--- src/rtl/synth_ctl_pkg.sv ---
package synth_ctl_pkg;
    typedef enum logic [2:0] {
        ST_IDLE,
        ST_ADDR,
        ST_ADDR_ACK,
        ST_WR_BYTE,
        ST_WR_ACK,
        ST_RD_BYTE,
        ST_RD_ACK,
        ST_SKIP
    } rx_state_e;

    localparam int BYTE_W = 8;
endpackage

--- src/rtl/i2c_line_events.sv ---
module i2c_line_events (
    input  logic clk,
    input  logic rst_n,
    input  logic scl_i,
    input  logic sda_i,
    output logic scl_rise,
    output logic scl_fall,
    output logic start_ev,
    output logic stop_ev
);
    logic scl_q;
    logic sda_q;

    always_ff @(posedge clk or negedge rst_n) begin
        if (!rst_n) begin
            scl_q <= 1'b1;
            sda_q <= 1'b1;
        end else begin
            scl_q <= scl_i;
            sda_q <= sda_i;
        end
    end

    always_comb begin
        scl_rise = scl_i & ~scl_q;
        scl_fall = ~scl_i & scl_q;
        start_ev = scl_i & scl_q & sda_q & ~sda_i;
        stop_ev  = scl_i & scl_q & ~sda_q & sda_i;
    end
endmodule

--- src/rtl/synth_rx_fsm.sv ---
module synth_rx_fsm
    import synth_ctl_pkg::*;
#(
    parameter logic [4:0] DEV_PREFIX = 5'b11000,
    parameter int         MAX_DATA   = 4
) (
    input  logic               clk,
    input  logic               rst_n,
    input  logic               scl_i,
    input  logic               sda_i,
    input  logic               scl_rise,
    input  logic               scl_fall,
    input  logic               start_ev,
    input  logic               stop_ev,
    input  logic [1:0]         addr_sel,
    input  logic [BYTE_W-1:0]  status_in,
    output logic               sda_oe,
    output logic               pair_done,
    output logic [BYTE_W-1:0]  pair_b1,
    output logic [BYTE_W-1:0]  pair_b2,
    output logic               status_taken
);
    localparam int CNT_W = $clog2(MAX_DATA + 1);
    localparam logic [CNT_W-1:0] CNT_MAX = CNT_W'(MAX_DATA);

    rx_state_e          state, nxt;
    logic [3:0]         bit_cnt;
    logic [BYTE_W-1:0]  shreg;
    logic [BYTE_W-1:0]  rd_sh;
    logic [BYTE_W-1:0]  first_b;
    logic [CNT_W-1:0]   dcnt;
    logic               addr_hit;
    logic               room;
    logic               byte_end;

    assign addr_hit = (shreg[7:1] == {DEV_PREFIX, addr_sel});
    assign room     = (dcnt < CNT_MAX);
    assign byte_end = scl_fall && (bit_cnt == 4'd8);

    // next-state logic
    always_comb begin
        nxt = state;
        if (stop_ev) begin
            nxt = ST_IDLE;
        end else if (start_ev) begin
            nxt = ST_ADDR;
        end else begin
            unique case (state)
                ST_IDLE:     nxt = ST_IDLE;
                ST_ADDR:     if (byte_end) nxt = addr_hit ? ST_ADDR_ACK : ST_IDLE;
                ST_ADDR_ACK: if (scl_fall) nxt = shreg[0] ? ST_RD_BYTE : ST_WR_BYTE;
                ST_WR_BYTE:  if (byte_end) nxt = room ? ST_WR_ACK : ST_SKIP;
                ST_WR_ACK:   if (scl_fall) nxt = ST_WR_BYTE;
                ST_RD_BYTE:  if (byte_end) nxt = ST_RD_ACK;
                ST_RD_ACK:   if (scl_fall) nxt = ST_SKIP;
                ST_SKIP:     nxt = ST_SKIP;
                default:     nxt = ST_IDLE;
            endcase
        end
    end

    // state register
    always_ff @(posedge clk or negedge rst_n) begin
        if (!rst_n) state <= ST_IDLE;
        else        state <= nxt;
    end

    // outputs and datapath
    always_ff @(posedge clk or negedge rst_n) begin
        if (!rst_n) begin
            bit_cnt      <= '0;
            shreg        <= '0;
            rd_sh        <= '0;
            first_b      <= '0;
            dcnt         <= '0;
            sda_oe       <= 1'b0;
            pair_done    <= 1'b0;
            pair_b1      <= '0;
            pair_b2      <= '0;
            status_taken <= 1'b0;
        end else begin
            pair_done    <= 1'b0;
            status_taken <= 1'b0;
            if (start_ev || stop_ev) begin
                bit_cnt <= '0;
                dcnt    <= '0;
                sda_oe  <= 1'b0;
            end else begin
                unique case (state)
                    ST_ADDR, ST_WR_BYTE: begin
                        if (scl_rise && bit_cnt < 4'd8) begin
                            shreg   <= {shreg[6:0], sda_i};
                            bit_cnt <= bit_cnt + 4'd1;
                        end
                        if (byte_end) begin
                            sda_oe  <= (state == ST_ADDR) ? addr_hit : room;
                            bit_cnt <= '0;
                        end
                    end
                    ST_ADDR_ACK: begin
                        if (scl_fall) begin
                            bit_cnt <= '0;
                            if (shreg[0]) begin
                                sda_oe <= ~status_in[7];
                                rd_sh  <= {status_in[6:0], 1'b0};
                            end else begin
                                sda_oe <= 1'b0;
                            end
                        end
                    end
                    ST_WR_ACK: begin
                        if (scl_fall) begin
                            sda_oe <= 1'b0;
                            dcnt   <= dcnt + 1'b1;
                            if (!dcnt[0]) begin
                                first_b <= shreg;
                            end else begin
                                pair_done <= 1'b1;
                                pair_b1   <= first_b;
                                pair_b2   <= shreg;
                            end
                        end
                    end
                    ST_RD_BYTE: begin
                        if (scl_rise && bit_cnt < 4'd8) bit_cnt <= bit_cnt + 4'd1;
                        if (scl_fall) begin
                            if (bit_cnt == 4'd8) begin
                                sda_oe       <= 1'b0;
                                status_taken <= 1'b1;
                            end else begin
                                sda_oe <= ~rd_sh[7];
                                rd_sh  <= {rd_sh[6:0], 1'b0};
                            end
                        end
                    end
                    default: ;
                endcase
            end
        end
    end


    ack_drive_chk: assert property (@(posedge clk) disable iff (!rst_n)
        $rose(sda_oe) |-> !scl_i);


    data_cnt_bound_chk: assert property (@(posedge clk) disable iff (!rst_n)
        dcnt <= CNT_MAX);


    pair_single_chk: assert property (@(posedge clk) disable iff (!rst_n)
        pair_done |=> !pair_done);


    start_restart_chk: assert property (@(posedge clk) disable iff (!rst_n)
        start_ev |=> (state == ST_ADDR && bit_cnt == 4'd0));
endmodule

--- src/rtl/synth_reg_bank.sv ---
module synth_reg_bank
    import synth_ctl_pkg::*;
#(
    parameter int DIV_W  = 15,
    parameter int CTL_W  = 6,
    parameter int BAND_W = 4
) (
    input  logic               clk,
    input  logic               rst_n,
    input  logic               pair_done,
    input  logic [BYTE_W-1:0]  pair_b1,
    input  logic [BYTE_W-1:0]  pair_b2,
    input  logic               status_taken,
    output logic [DIV_W-1:0]   div_q,
    output logic [CTL_W-1:0]   ctl_q,
    output logic [BAND_W-1:0]  band_q,
    output logic               upd_div,
    output logic               upd_ctl,
    output logic               por_q
);
    localparam int HI_W = DIV_W - BYTE_W;

    logic is_ctl;
    assign is_ctl = pair_b1[BYTE_W-1];

    always_ff @(posedge clk or negedge rst_n) begin
        if (!rst_n) begin
            div_q   <= '0;
            ctl_q   <= '0;
            band_q  <= '0;
            upd_div <= 1'b0;
            upd_ctl <= 1'b0;
            por_q   <= 1'b1;
        end else begin
            upd_div <= pair_done & ~is_ctl;
            upd_ctl <= pair_done & is_ctl;
            if (pair_done && !is_ctl) div_q <= {pair_b1[HI_W-1:0], pair_b2};
            if (pair_done && is_ctl) begin
                ctl_q  <= pair_b1[CTL_W-1:0];
                band_q <= pair_b2[BAND_W-1:0];
            end
            if (status_taken) por_q <= 1'b0;
        end
    end


    div_hold_chk: assert property (@(posedge clk) disable iff (!rst_n)
        !$stable(div_q) |-> upd_div);


    ctl_hold_chk: assert property (@(posedge clk) disable iff (!rst_n)
        (!$stable(ctl_q) || !$stable(band_q)) |-> upd_ctl);


    strobe_excl_chk: assert property (@(posedge clk) disable iff (!rst_n)
        $onehot0({upd_div, upd_ctl}));


    por_no_reset_chk: assert property (@(posedge clk) disable iff (!rst_n)
        !$rose(por_q));
endmodule

--- src/rtl/synth_ctl_rx.sv ---
module synth_ctl_rx
    import synth_ctl_pkg::*;
#(
    parameter logic [4:0] DEV_PREFIX = 5'b11000,
    parameter int         MAX_DATA   = 4,
    parameter int         DIV_W      = 15,
    parameter int         CTL_W      = 6,
    parameter int         BAND_W     = 4
) (
    input  logic              clk,
    input  logic              rst_n,
    input  logic              scl_i,
    input  logic              sda_i,
    input  logic [1:0]        addr_sel,
    input  logic              pll_locked,
    input  logic [2:0]        aux_status,
    output logic              sda_oe,
    output logic [DIV_W-1:0]  div_ratio,
    output logic [CTL_W-1:0]  ctl_bits,
    output logic [BAND_W-1:0] band_sel,
    output logic              upd_div,
    output logic              upd_ctl
);
    logic scl_rise, scl_fall, start_ev, stop_ev;
    logic pair_done, status_taken, por_q;
    logic [BYTE_W-1:0] pair_b1, pair_b2, status_byte;

    assign status_byte = {por_q, pll_locked, 3'b000, aux_status};

    i2c_line_events u_events (
        .clk      (clk),
        .rst_n    (rst_n),
        .scl_i    (scl_i),
        .sda_i    (sda_i),
        .scl_rise (scl_rise),
        .scl_fall (scl_fall),
        .start_ev (start_ev),
        .stop_ev  (stop_ev)
    );

    synth_rx_fsm #(
        .DEV_PREFIX (DEV_PREFIX),
        .MAX_DATA   (MAX_DATA)
    ) u_fsm (
        .clk          (clk),
        .rst_n        (rst_n),
        .scl_i        (scl_i),
        .sda_i        (sda_i),
        .scl_rise     (scl_rise),
        .scl_fall     (scl_fall),
        .start_ev     (start_ev),
        .stop_ev      (stop_ev),
        .addr_sel     (addr_sel),
        .status_in    (status_byte),
        .sda_oe       (sda_oe),
        .pair_done    (pair_done),
        .pair_b1      (pair_b1),
        .pair_b2      (pair_b2),
        .status_taken (status_taken)
    );

    synth_reg_bank #(
        .DIV_W  (DIV_W),
        .CTL_W  (CTL_W),
        .BAND_W (BAND_W)
    ) u_regs (
        .clk          (clk),
        .rst_n        (rst_n),
        .pair_done    (pair_done),
        .pair_b1      (pair_b1),
        .pair_b2      (pair_b2),
        .status_taken (status_taken),
        .div_q        (div_ratio),
        .ctl_q        (ctl_bits),
        .band_q       (band_sel),
        .upd_div      (upd_div),
        .upd_ctl      (upd_ctl),
        .por_q        (por_q)
    );
endmodule

--- config.mk ---
export PLATFORM = sky130hd
export DESIGN_NAME = synth_ctl_rx
export DESIGN_NICKNAME = d
export VERILOG_FILES = /design/src/rtl/synth_ctl_pkg.sv /design/src/rtl/i2c_line_events.sv /design/src/rtl/synth_rx_fsm.sv /design/src/rtl/synth_reg_bank.sv /design/src/rtl/synth_ctl_rx.sv
export SDC_FILE = /design/constraint.sdc
export NUM_CORES = 1
export LEC_CHECK = 0
export BUFFER_PORTS_ARGS = -buffer_cell sky130_fd_sc_hd__buf_2
export CAP_MARGIN = 20
export CORE_ASPECT_RATIO = 1.5
export CORE_MARGIN = 2
export CORE_UTILIZATION = 52
export CTS_CLUSTER_SIZE = 30
export DETAILED_ROUTE_END_ITERATION = 12
export GPL_TIMING_DRIVEN = 0
export PLACE_DENSITY = 0.72
export SYNTH_ARGS = -nofsm -noshare
export SYNTH_HDL_FRONTEND = slang
export SYNTH_SLANG_ARGS = --single-unit
--- constraint.sdc ---
create_clock -name clk -period 1.7 [get_ports clk]
set_input_delay 0.085 -clock clk [delete_from_list [all_inputs] [get_ports clk]]
set_output_delay 0.085 -clock clk [all_outputs]
set_load 0.1 [all_outputs]
# Yosys cells after proc, flatten, opt, wreduce, memory -nomap -nowiden
# Index checks and enable logic that the tools add are counted.
# totals
register_bits	83
latch_bits	0
ram_bits	0
rom_bits	0
input_bits	10
out_inout_bits	28
elab_cells	127
mem_count	0
# classes
add_sub_neg	2
multipliers	0
div_mod_pow	0
n_lt_le_gt_ge	2
n_eq_ne	23
shifts	0
muxes	42
bitwise_logic	18
n_reduce_logical	21
# ops
cell	n
$mux W3	12
$mux W8	4
$ne A4 B1 Y1 const B	6
$pmux W3 S8	1
$mux W1	16
$mux W4	4
$pmux W8 S2	1
$eq A3 B3 Y1 const B	4
$ne A3 B1 Y1 const B	4
$pmux W4 S3	1
$reduce_and A6 Y1	2
$and A1 B1 Y1	9
$not A1 Y1	9
$reduce_and A4 Y1	2
$eq A7 B7 Y1	1
$eq A3 B2 Y1 const B	2
$ne A2 B1 Y1 const B	3
$reduce_bool A2 Y1	3
$reduce_and A5 Y1	1
$reduce_bool A5 Y1	1
$add A4 B1 Y4 const B	1
$eq A4 B4 Y1 const B	1
$logic_and A1 B1 Y1	4
$lt A4 B4 Y1 const B	1
13 further kinds	15

# Depth between registers and ports, before layout
# Gate-level depths: netlist of the first run.
# logic_depth
ltp_word	7
mapped_depth	6
ltp_nobuf	6

# Modules after synthesis
# Synthesis of the first run repeated with hierarchy kept, for this count alone.
# hier_totals
cells_unflattened	279
hier_area_um2	3754.9
# modules_own_cells
module	instances	cells_each	area_per_inst_um2	seq_area_each_um2
synth_rx_fsm	1	212	2582.5	1301.2
synth_reg_bank	1	60	1083.5	701.9
i2c_line_events	1	6	85.1	52.6
synth_ctl_rx	1	1	3.8	0.0

# Worst setup path after synthesis of the first run
# OpenSTA, ideal clock, no wires.
# synth_path
kind	flip-flop to flip-flop
start	register u_events.scl_q
end	register u_fsm.pair_b1[5]
setup_ns	0.125
arrival_ns	1.597
required_time_ns	1.575
path_slack_ns	-0.022
stages_incl_launch_ff	7
n_path_buf	2
period_less_slack_ns	1.722
path_cell_list	dfstp_2 -> nand2b_1 -> buf_2 -> nor3_2 -> nand2_2 -> buf_4 -> mux2_2
# synth_via
elab_chain_cells	6
# synth_lines
element	line_no	text
from (decl)	i2c_line_events.sv:11	logic scl_q;
from (signal assigned)	i2c_line_events.sv:19	scl_q <= scl_i;
$and A1 B1 Y1	i2c_line_events.sv:27, i2c_line_events.sv:28	
$and A1 B1 Y1, on equally long branches (2 in a row)	i2c_line_events.sv:27, i2c_line_events.sv:28	
$logic_or A1 B1 Y1	synth_rx_fsm.sv:84	if (start_ev || stop_ev) begin
$not A1 Y1 (no line)	-	
$reduce_and A4 Y1 (no line) (*)	-	
to (signal assigned)	synth_rx_fsm.sv:119	pair_b1 <= first_b;
to (decl)	synth_rx_fsm.sv:19	output logic [BYTE_W-1:0] pair_b1,
# Mark *: on every way between the ends. The rest lies on a longest branch, timed or not.
# A chain may end at the register's enable or synchronous reset.

# Final worst setup path of the first run
# layout_path
start	register u_fsm.state[0]
end	register u_fsm.first_b[4]
# layout_via
elab_chain_cells	2
# layout_lines
element	line_no	text
from (decl)	synth_rx_fsm.sv:26	rx_state_e state, nxt;
from (signal assigned)	synth_rx_fsm.sv:65	else state <= nxt;
$eq A3 B3 Y1	synth_rx_fsm.sv:89	unique case (state)
$reduce_and A4 Y1 (no line)	-	
to (signal assigned)	synth_rx_fsm.sv:116	first_b <= shreg;
to (decl)	synth_rx_fsm.sv:30	logic [BYTE_W-1:0] first_b;
# No other way between the ends.

==> flow_summary.ini, run 1 <==
[setup_path]
crit_chain = nand2b_2 -> nor4_4 -> buf_4 -> mux2_2
crit_fanout = 7
cp.arrival_ns = 1.95
required_ns = 1.95
critical_path_class = flop to flop
reg2reg_depth = 4
worstReg2RegStart = u_fsm.state[0]$_DFFE_PN0P_
critPathBufInv = 1
critPathTopFamily = simple AND/OR/NAND/NOR gates
start_kind = flop
critical-path-max-stage-delay_ns = 0.46
slowest_stage = dfrtp_2
reg2reg_to = u_fsm.first_b[4]$_DFFE_PN0P_
rrSetupSlack_ns = -0.002
crit_path_end_kind = flop

[final_layout]
antenna_cells = 0
most-common-layout-cells = 77 x dfrtp_1, 63 x mux2_2, 37 x buf_2, 15 x o21ai_0, 13 x buf_4
nets = 344
final_common_cell = dfrtp_1
area_delta_synth_final_pct = 19.2
post-route-util_pct = 63.0
drive_above_1_share_pct = 45.5
fin_area_um2 = 4260

[drt]
postRouteAntennaNets = 0
num_vias = 2337
viasPerCell = 5.64
drc_errors = 0
initialDrtViolationCount = 97
detail_route.first_pass.iterations = 4
wl_um = 6490
wl_per_cell_um = 15.7

[synthesis]
synthArstFlopShare_pct = 100
netlist_instances = 267
ys_types = 50
yosysWarnings = 0
ys_seq_area_share_pct = 57.6
synth.area.top_cells = dfrtp_1 55%, mux2_2 20%, o21ai_0 2.2%
synth_edf_count = 0
syn_area_um2 = 3570
synth_area_per_cell_um2 = 13.4
ys_seq_elements = 82
synthFlopType = dfrtp_1
synth_fp_nets = 280
yosys.area.top_type_share_pct = 55.4
yosys.area.top_type = dfrtp_1

[cts]
path_clk_slew_ns = 0.08
cts.sinks = 82
cts_htree_levels = 3
clk_latency_ns = 0.36
cts_tree = yes
numCtsBuffers = 9
cts_root_buf = clkbuf_8
cts_buffer_depth = 2

[grt]
first_global_vias = 2310
gr-total-overflow = 0
grt_pass1_wl_um = 11000
antenna_found_initial = 0
grt_max_degree = 59
grt_use_total_pct = 19.2

[floorplanning]
dieWidth_um = 71.7
row_count = 37
coreArea_um2 = 6760
io_pins = 38
design.die.area_um2 = 7560
initial_core_util_pct = 52.8
die_y_um = 105

[min_path]
holdPathEnd = u_fsm.rd_sh[3]$_DFFE_PN0P_
min_from = aux_status[2]
hp-class = primary input to flop
hold_depth = 3

[sta]
min_period_ns = 1.70
setup_viol = 4
slew_headroom_pct = 63.8
hold_viol_final = 0
slew_viol_final = 0
skew_ns = 0.00675
fmax_mhz = 588
layout_setup_ws_ns = -0.00179
period_share_pct = 100
grt_setup_unrepaired = yes
tightest_slew_ns = 0.543

[place]
place_area_um2 = 3890
io_buffer_count = 37
gp_congestion = 0.864
post-place-ws_ns = -0.251
dp.final_hpwl_um = 4550

[status]
violations = setup timing
outcome = finished with violations

[job]
drv_cap = 0

[power_and_ir_drop]
p_leak_nw = 2.15
power_density_nw_per_um2 = 945
ir_worst_vdd_v = 0.000599
[worst register-to-register path, delay by kind of cell, from the launching register on]
kind	cells	cell delay (ns)
buffers and inverters	1	0.20
DFF	1	0.46
and+or+nand+nor	2	0.60
muxes	1	0.33
[cell type report]
type                       count  area (um^2)
timing repair buffer          54          349
multi-input combinational    164         1490
clock inverter                 5         30.0
sequential                    82         2060
tap                           78         97.6
fill                         551         2500
inverter                      10         37.5
clock buffer                  11          141
buffer                        10         56.3
[registers in the layout (all words and copies together) (netlist names)]
| register | count |
|---|---|
| u_regs.ctl_q | 6 |
| u_fsm.dcnt | 3 |
| u_events.sda_q | 1 |
| u_fsm.state | 3 |
| u_fsm.bit_cnt | 4 |
| u_fsm.rd_sh | 7 |
| u_fsm.pair_b2 | 8 |
| u_fsm.shreg | 8 |
| u_fsm.status_taken | 1 |
| u_fsm.pair_b1 | 8 |
| u_regs.por_q | 1 |
| u_regs.band_q | 4 |
| u_fsm.sda_oe | 1 |
| u_regs.upd_ctl | 1 |
| u_regs.div_q | 15 |
| u_events.scl_q | 1 |
| u_fsm.first_b | 8 |
| u_regs.upd_div | 1 |
| u_fsm.pair_done | 1 |
[synth_stat cells, drive strengths merged, types with 5 or more instances]
cell    number
nor2b        8
nor2         5
clkbuf       6
nand2       12
o21ai       16
mux2        63
buf          5
inv         10
dfrtp       79
o31ai        6
[report_power, final]
part	internal [W]	total, W	switching, W
registers	0.00210	0.00225	0.000157
clock network	0.000562	0.00125	0.000683
logic	0.000278	0.000522	0.000245
[metal layers]
layer,part of all wire [%],track usage [%],up-vias
met5,0,0,-
met4,3.5,11.9,0
met3,4.0,3.82,17
met2,51,31.0,58
met1,42,23.3,1155
li1,-,-,1107
[stage by stage]
stage | std cells | hold slack, ns | total power (W) | setup TNS (ns)
floorplan | 267 | -0.211 | 0.00252 | -0.161
detailed placement | 383 | 0.0193 | 0.00270 | -7.53
CTS | 412 | 0.0701 | 0.00405 | -0.0205
global route | 414 | 0.0863 | 0.00422 | -0.843
global placement | 382 | 0.227 | 0.00267 | -9.17
finish | 414 | 0.0786 | 0.00402 | -0.00296
[worst max path at each step]
stage                                     from                      endpoint  cells past startpoint
CTS                 u_fsm.shreg[5]$_DFFE_PN0P_      u_fsm.sda_oe$_DFFE_PN0P_                      4
detailed placement    u_events.scl_q$_DFF_PN1_  u_fsm.first_b[4]$_DFFE_PN0P_                      4
global route        u_fsm.state[0]$_DFFE_PN0P_  u_fsm.first_b[4]$_DFFE_PN0P_                      4
finish              u_fsm.state[0]$_DFFE_PN0P_  u_fsm.first_b[4]$_DFFE_PN0P_                      4
global placement      u_events.scl_q$_DFF_PN1_  u_fsm.first_b[0]$_DFFE_PN0P_                      4
floorplan             u_events.scl_q$_DFF_PN1_  u_fsm.first_b[0]$_DFFE_PN0P_                      4
[repair_timing]
item | in CTS | in global routing
hold buffers | 4 | 0
gates resized for setup | 14 | 10
hold endpoints to repair | 62 | 0
setup buffers | 10 | 2
endpoints found under the setup margin | 51 | 44
pin swaps | 7 | 3
[cells by family after synthesis]
family / count (synthesis) / share of synthesized area [%]
DFF: 82 / 57.6
muxes: 63 / 19.9
AOI/OAI and AO/OA: 49 / 9.92
and+or+nand+nor: 45 / 8.17
buffers and inverters: 21 / 2.42
xor gates and xnor gates: 4 / 0.982
adders and majority gates: 3 / 1.05
No activity file was read; power rests on OpenSTA's default activity.
==> run 2: changes to the inputs <==
--- a/config.mk
+++ b/config.mk
@@ -13,7 +13,7 @@
 export CTS_CLUSTER_SIZE = 30
 export DETAILED_ROUTE_END_ITERATION = 12
 export GPL_TIMING_DRIVEN = 0
-export PLACE_DENSITY = 0.72
+export PLACE_DENSITY_LB_ADDON = 0.2
 export SYNTH_ARGS = -nofsm -noshare
 export SYNTH_HDL_FRONTEND = slang
 export SYNTH_SLANG_ARGS = --single-unit
==> run 2 against run 1 <==
Effect of this change:
- the flow still finishes with violations (setup timing)
- cell count up 1.9%
- clock power increased by 6%
- first-iteration DRC count grew 120%
- hold slack better by 0.011 ns
- highest routed layer unchanged
- final area is 2.2% higher
==> flow_summary.ini, run 2 (synthesized netlist as in run 1, its figures left out) <==
[floorplanning]
dieWidth_um = 71.7
die_y_um = 105
io_pins = 38
coreArea_um2 = 6760
design.die.area_um2 = 7560
row_count = 37
initial_core_util_pct = 52.8

[grt]
grt_pass1_wl_um = 11300
grt_use_total_pct = 19.5
met3_usage_pct = 4.40
gr-total-overflow = 0
grt.met1_usage_pct = 23.9
grt_max_degree = 66
grt.busiest_layer = met2
first_global_vias = 2317
met2_usage_pct = 32.1
antenna_found_initial = 0

[final_layout]
largest_register = u_regs.div_q
antenna_cells = 0
area_delta_synth_final_pct = 21.9
drive_above_1_share_pct = 47.4
most-common-layout-cells = 77 x dfrtp_1, 63 x mux2_2, 37 x buf_2, 19 x buf_4, 15 x o21ai_0
nets = 352
largest_register_ffs = 15
fin_area_um2 = 4350
final_common_cell = dfrtp_1

[setup_path]
slowest_stage = or4bb_4
critPathTopFamily = simple AND/OR/NAND/NOR gates
critical_path_class = flop to flop
required_ns = 1.95
critPathBufInv = 0
cp.arrival_ns = 1.98
start_kind = flop
crit_path_end_kind = flop
critical-path-max-stage-delay_ns = 0.55
crit_chain = or4bb_4 -> nor4_4 -> a2111oi_2 -> o31ai_1
crit_fanout = 2

[sta]
slew_headroom_pct = 63.1
period_share_pct = 102
slew_viol_final = 0
grt_setup_unrepaired = yes
layout_setup_ws_ns = -0.0281
skew_ns = 0.00773
setup_viol = 2
fmax_mhz = 579
tightest_slew_ns = 0.553
tns_ns = -0.0440
hold_viol_final = 0
whs_ns = 0.0899
min_period_ns = 1.73

[drt]
detail_route.first_pass.iterations = 5
initialDrtViolationCount = 215
viasPerCell = 5.62
wl_um = 6900
drc_errors = 0
num_vias = 2372
wl_per_cell_um = 16.3
postRouteAntennaNets = 0

[place]
place_area_um2 = 3890
io_buffer_count = 37
gp_congestion = 0.852
post-place-ws_ns = -0.263
dp.final_hpwl_um = 4610

[power_and_ir_drop]
ir_worst_vdd_v = 0.000581
power_density_nw_per_um2 = 943
power_w = 0.00410
p_leak_nw = 2.22

[status]
outcome = finished with violations
violations = setup timing

[cts]
clk_latency_ns = 0.35
cts_tree = yes
cts_buffer_depth = 2
cts_root_buf = clkbuf_8
path_clk_slew_ns = 0.08
cts_htree_levels = 3
numCtsBuffers = 9
cts.sinks = 82

[job]
drv_cap = 0

[min_path]
hp-class = primary input to flop
-- run 2: metrics by stage --
stage	util [%]	instances
6_report	64.4	422
5_1_grt	64.4	422
4_1_cts	62.7	414
3_5_place_dp	57.5	383
3_3_place_gp	57.1	382
2_1_floorplan	-	267
-- run 2: report_power, final --
group          switching, W  internal (W)
Clock              0.000652      0.000673
Sequential         0.000164       0.00210
Combinational      0.000242      0.000276
-- run 2: layer usage --
metal,up-vias,routed length (um)
li1,1122,-
met1,1163,2800
met2,67,3620
met3,20,278
met4,0,201
met5,-,0
-- run 2: final timing paths --
check / slack [ns] / to / cells past startpoint / start
max in group asynchronous: 0.92 / u_events.sda_q$_DFF_PN1_ / 3 / rst_n
min in group asynchronous: 0.15 / u_regs.upd_div$_DFF_PN0_ / 2 / rst_n
worst max-delay path: -0.03 / u_fsm.sda_oe$_DFFE_PN0P_ / 4 / u_fsm.shreg[3]$_DFFE_PN0P_
worst min register to register: 0.37 / u_regs.por_q$_DFFE_PN1P_ / 1 / u_fsm.status_taken$_DFF_PN0_
worst min-delay path: 0.09 / u_fsm.rd_sh[2]$_DFFE_PN0P_ / 3 / aux_status[1]
worst max register to register: -0.03 / u_fsm.sda_oe$_DFFE_PN0P_ / 4 / u_fsm.shreg[3]$_DFFE_PN0P_
-- run 2: tightest hold or removal path, stage by stage --
cell and delay (ns):
buf_2 0.07, mux2_2 0.12, mux2_2 0.13
-- run 2: final cells by class --
| class | count | area (um^2) |
|---|---|---|
| plain buffers | 10 | 62.6 |
| clock buffers | 12 | 135 |
| clock inverters | 4 | 45.0 |
| fillers | 556 | 2410 |
| inverters | 10 | 37.5 |
| multi-input cells | 165 | 1510 |
| flip-flops and latches | 82 | 2060 |
| well taps | 78 | 97.6 |
| repair buffers | 61 | 402 |
-- run 2: repair_timing --
item / CTS / global route
setup endpoints to repair: 49 / 52
hold buffers: 4 / 0
gates cloned: 0 / 1
gates resized for setup: 14 / 21
pin swaps: 7 / 7
buffers inserted: 12 / 7
endpoints found under the hold margin: 84 / 0
==> run 3: changes to the inputs <==
--- a/config.mk
+++ b/config.mk
@@ -9,11 +9,12 @@
 export CAP_MARGIN = 20
 export CORE_ASPECT_RATIO = 1.5
 export CORE_MARGIN = 2
-export CORE_UTILIZATION = 52
+export CORE_UTILIZATION = 53
 export CTS_CLUSTER_SIZE = 30
 export DETAILED_ROUTE_END_ITERATION = 12
 export GPL_TIMING_DRIVEN = 0
 export PLACE_DENSITY_LB_ADDON = 0.2
 export SYNTH_ARGS = -nofsm -noshare
 export SYNTH_HDL_FRONTEND = slang
+export SYNTH_HIERARCHICAL = 1
 export SYNTH_SLANG_ARGS = --single-unit
==> run 3 against run 2 <==
Effect of this change:
- the run still ends with setup timing left
- core utilization up 4.5 points
- routed wire length is 9.1% higher
- maximum frequency shrank 11%
- global-route usage is 1.2 points higher
- synthesized cell count up 4.5%
- critical path depth unchanged
- synthesized area rose by 5.2%
- final area is 8.4% higher
- cell count grew 2.4%
- combinational power is 6.0% lower
- via count shrank 0.42%
- die area increased by 3.0%
- highest routed layer unchanged
==> flow_summary.ini, run 3 <==
[cts]
cts_root_buf = clkbuf_8
path_clk_slew_ns = 0.08
numCtsBuffers = 9
cts_htree_levels = 3
cts_buffer_depth = 2
cts_tree = yes
clk_latency_ns = 0.35
cts.sinks = 82

[final_layout]
fin_area_um2 = 4720
area_delta_synth_final_pct = 25.6
drive_above_1_share_pct = 49.2
nets = 362
final-seq-area_um2 = 2060
largest_register = u_regs/div_q
antenna_cells = 0
most-common-layout-cells = 77 x dfrtp_1, 47 x mux2_4, 38 x buf_2, 16 x mux2_2, 12 x buf_4
post-route-util_pct = 68.8
largest_register_ffs = 15
fillers = 483
multiInputGateArea_um2 = 1760
final_common_cell = dfrtp_1

[synthesis]
yosys.area.top_type = dfrtp_1
yosys-top-cells-count = 79 x dfrtp_1, 30 x mux2_1, 22 x mux2_2
synth_area_per_cell_um2 = 13.5
yosysWarnings = 6
synthFlopType = dfrtp_1
syn_area_um2 = 3750
ys_types = 57
synth.area.top_cells = dfrtp_1 53%, mux2_1 9.0%, mux2_4 6.8%
yosys.area.top_type_share_pct = 52.6
ys_seq_elements = 82
yosysMostFrequentCell = dfrtp_1
synth_edf_count = 0
netlist_instances = 279
synthArstFlopShare_pct = 100
ys_seq_area_share_pct = 54.7

[power_and_ir_drop]
power.switching_w = 0.00110
p_leak_nw = 2.41
power_density_nw_per_um2 = 863
seq_power_share_pct = 52.3
switching_share_pct = 27.0
internal-power_w = 0.00297
clkPwrFrac_pct = 35.7
power_w = 0.00407
comb_power_share_pct = 12.0
ir_worst_vdd_v = 0.000735

[setup_path]
critPathTopFamily = simple AND/OR/NAND/NOR gates
crit_fanout = 8
slowest_stage = dfstp_2
required_ns = 1.93
reg2reg_to = u_fsm/shreg[0]$_DFFE_PN0P_
critPathBufInv = 0
crit_path_end_kind = flop
cp.arrival_ns = 2.18
path_depth = 4
crit_chain = and4b_2 -> or2_1 -> or3_4 -> mux2_4
critical-path-max-stage-delay_ns = 0.53
critical_path_class = flop to flop
worstReg2RegStart = u_events/sda_q$_DFF_PN1_
startpoint = u_events/sda_q$_DFF_PN1_
reg2reg_depth = 4
start_kind = flop
setup.worst_path.end = u_fsm/shreg[0]$_DFFE_PN0P_
rrSetupSlack_ns = -0.24

[grt]
grt.busiest_layer = met2
met3_usage_pct = 4.04
grt.met1_usage_pct = 23.3
gr-total-overflow = 0
met2_usage_pct = 37.1
grt_pass1_wl_um = 12300
first_global_vias = 2569
antenna_found_initial = 0
grt_max_degree = 58
grt_use_total_pct = 20.7

[place]
place_area_um2 = 4080
gp_congestion = 0.838
io_buffer_count = 37
dp.final_hpwl_um = 4600
post-place-ws_ns = -0.567

[sta]
setup_viol = 44
min_period_ns = 1.94
tns_ns = -7.83
layout_setup_ws_ns = -0.243
fmax_mhz = 515
slew_viol_final = 0
period_share_pct = 114
skew_ns = 0.00697
hold_viol_final = 0
grt_setup_unrepaired = yes

[floorplanning]
row_count = 37
design.die.area_um2 = 7790
initial_core_util_pct = 54.8
die_y_um = 107
io_pins = 38
dieWidth_um = 72.7
coreArea_um2 = 6850

[drt]
drc_errors = 0
initialDrtViolationCount = 159
viasPerCell = 5.47
detail_route.first_pass.iterations = 4
postRouteAntennaNets = 0
wl_um = 7530
num_vias = 2362
wl_per_cell_um = 17.4

[job]
drv_cap = 0

[status]
outcome = finished with violations
violations = setup timing

[min_path]
hp-class = primary input to flop
## run 3: cell types whose count changed in the layout (fill, tap and decap cells not counted), moves of 5 or more
cell,before,now
buf_4,19,12
buf_6,3,10
clkbuf_1,5,0
mux2_1,0,6
mux2_2,63,16
mux2_4,0,47
nand3_1,0,5
o21ai_0,15,2
o21ai_1,1,6
## run 3: cell families (layout without fill, tap and decap cells)
kind of cell	after synthesis	after routing	share of synthesized area, %
adder cells (fa/ha/maj)	3	3	1.00
AO/OA/AOI/OAI	32	32	5.33
buffers and inverters	21	94	3.50
AND/OR/NAND/NOR	63	63	10.9
other	1	3	0.0999
multiplexers	73	73	23.5
flip-flops	82	82	54.7
XOR/XNOR	4	4	0.933
## run 3: area by class of cell
type                    instances  share of cell area (%)
plain buffers                  12                    2.36
clock inverters                 6                    1.54
repair buffers                 59                    9.58
inverters                       7                   0.557
multi-input cells             178                    37.3
clock buffers                  10                    2.92
well taps                      78                    2.07
flip-flops and latches         82                    43.6
## run 3: what timing repair did
| action | in CTS | in global routing |
|---|---|---|
| hold buffers | 3 | 0 |
| endpoints found under the setup margin | 47 | 46 |
| pin swaps | 12 | 7 |
| endpoints found under the hold margin | 27 | 0 |
| gates resized for setup | 58 | 15 |
| cloned | 1 | 0 |
| buffers inserted | 14 | 4 |
## run 3: worst register-to-register path, stage by stage (launching register included)
cell	delay (ns)
dfstp_2	0.53
and4b_2	0.23
or2_1	0.27
or3_4	0.48
mux2_4	0.33
## run 3: how the worst min path moves through the flow
| stage | startpoint | to | slack (ns) | cells past startpoint |
|---|---|---|---|---|
| global placement | scl_i | u_events/scl_q$_DFF_PN1_ | 0.22 | 1 |
| CTS | sda_i | u_fsm/shreg[0]$_DFFE_PN0P_ | 0.02 | 2 |
| global route | sda_i | u_fsm/shreg[0]$_DFFE_PN0P_ | 0.04 | 2 |
| detailed placement | rst_n | u_regs/upd_div$_DFF_PN0_ | 0.02 | 1 |
| floorplan | rst_n | u_fsm/bit_cnt[0]$_DFFE_PN0P_ | -0.21 | 0 |
| finish | sda_i | u_fsm/shreg[0]$_DFFE_PN0P_ | 0.03 | 2 |
## run 3: stage by stage
stage	hold WS (ns)	std cells
floorplan	-0.211	281
global placement	0.222	396
detailed placement	0.0232	397
CTS	0.0164	430
global route	0.0355	432
finish	0.0310	432
## run 3: power by group through the flow
stage / clock network, W / logic, W / registers [W]
2_1_floorplan: 0 / 0.000246 / 0.00218
3_3_place_gp: 0 / 0.000391 / 0.00217
3_5_place_dp: 0 / 0.000410 / 0.00218
4_1_cts: 0.00149 / 0.000476 / 0.00213
5_1_grt: 0.00158 / 0.000531 / 0.00214
6_report: 0.00145 / 0.000487 / 0.00213
## run 3: per-layer routing
layer	wire, um	vias up
li1	-	1123
met1	2980	1181
met2	4190	45
met3	205	13
met4	151	0
met5	0	-
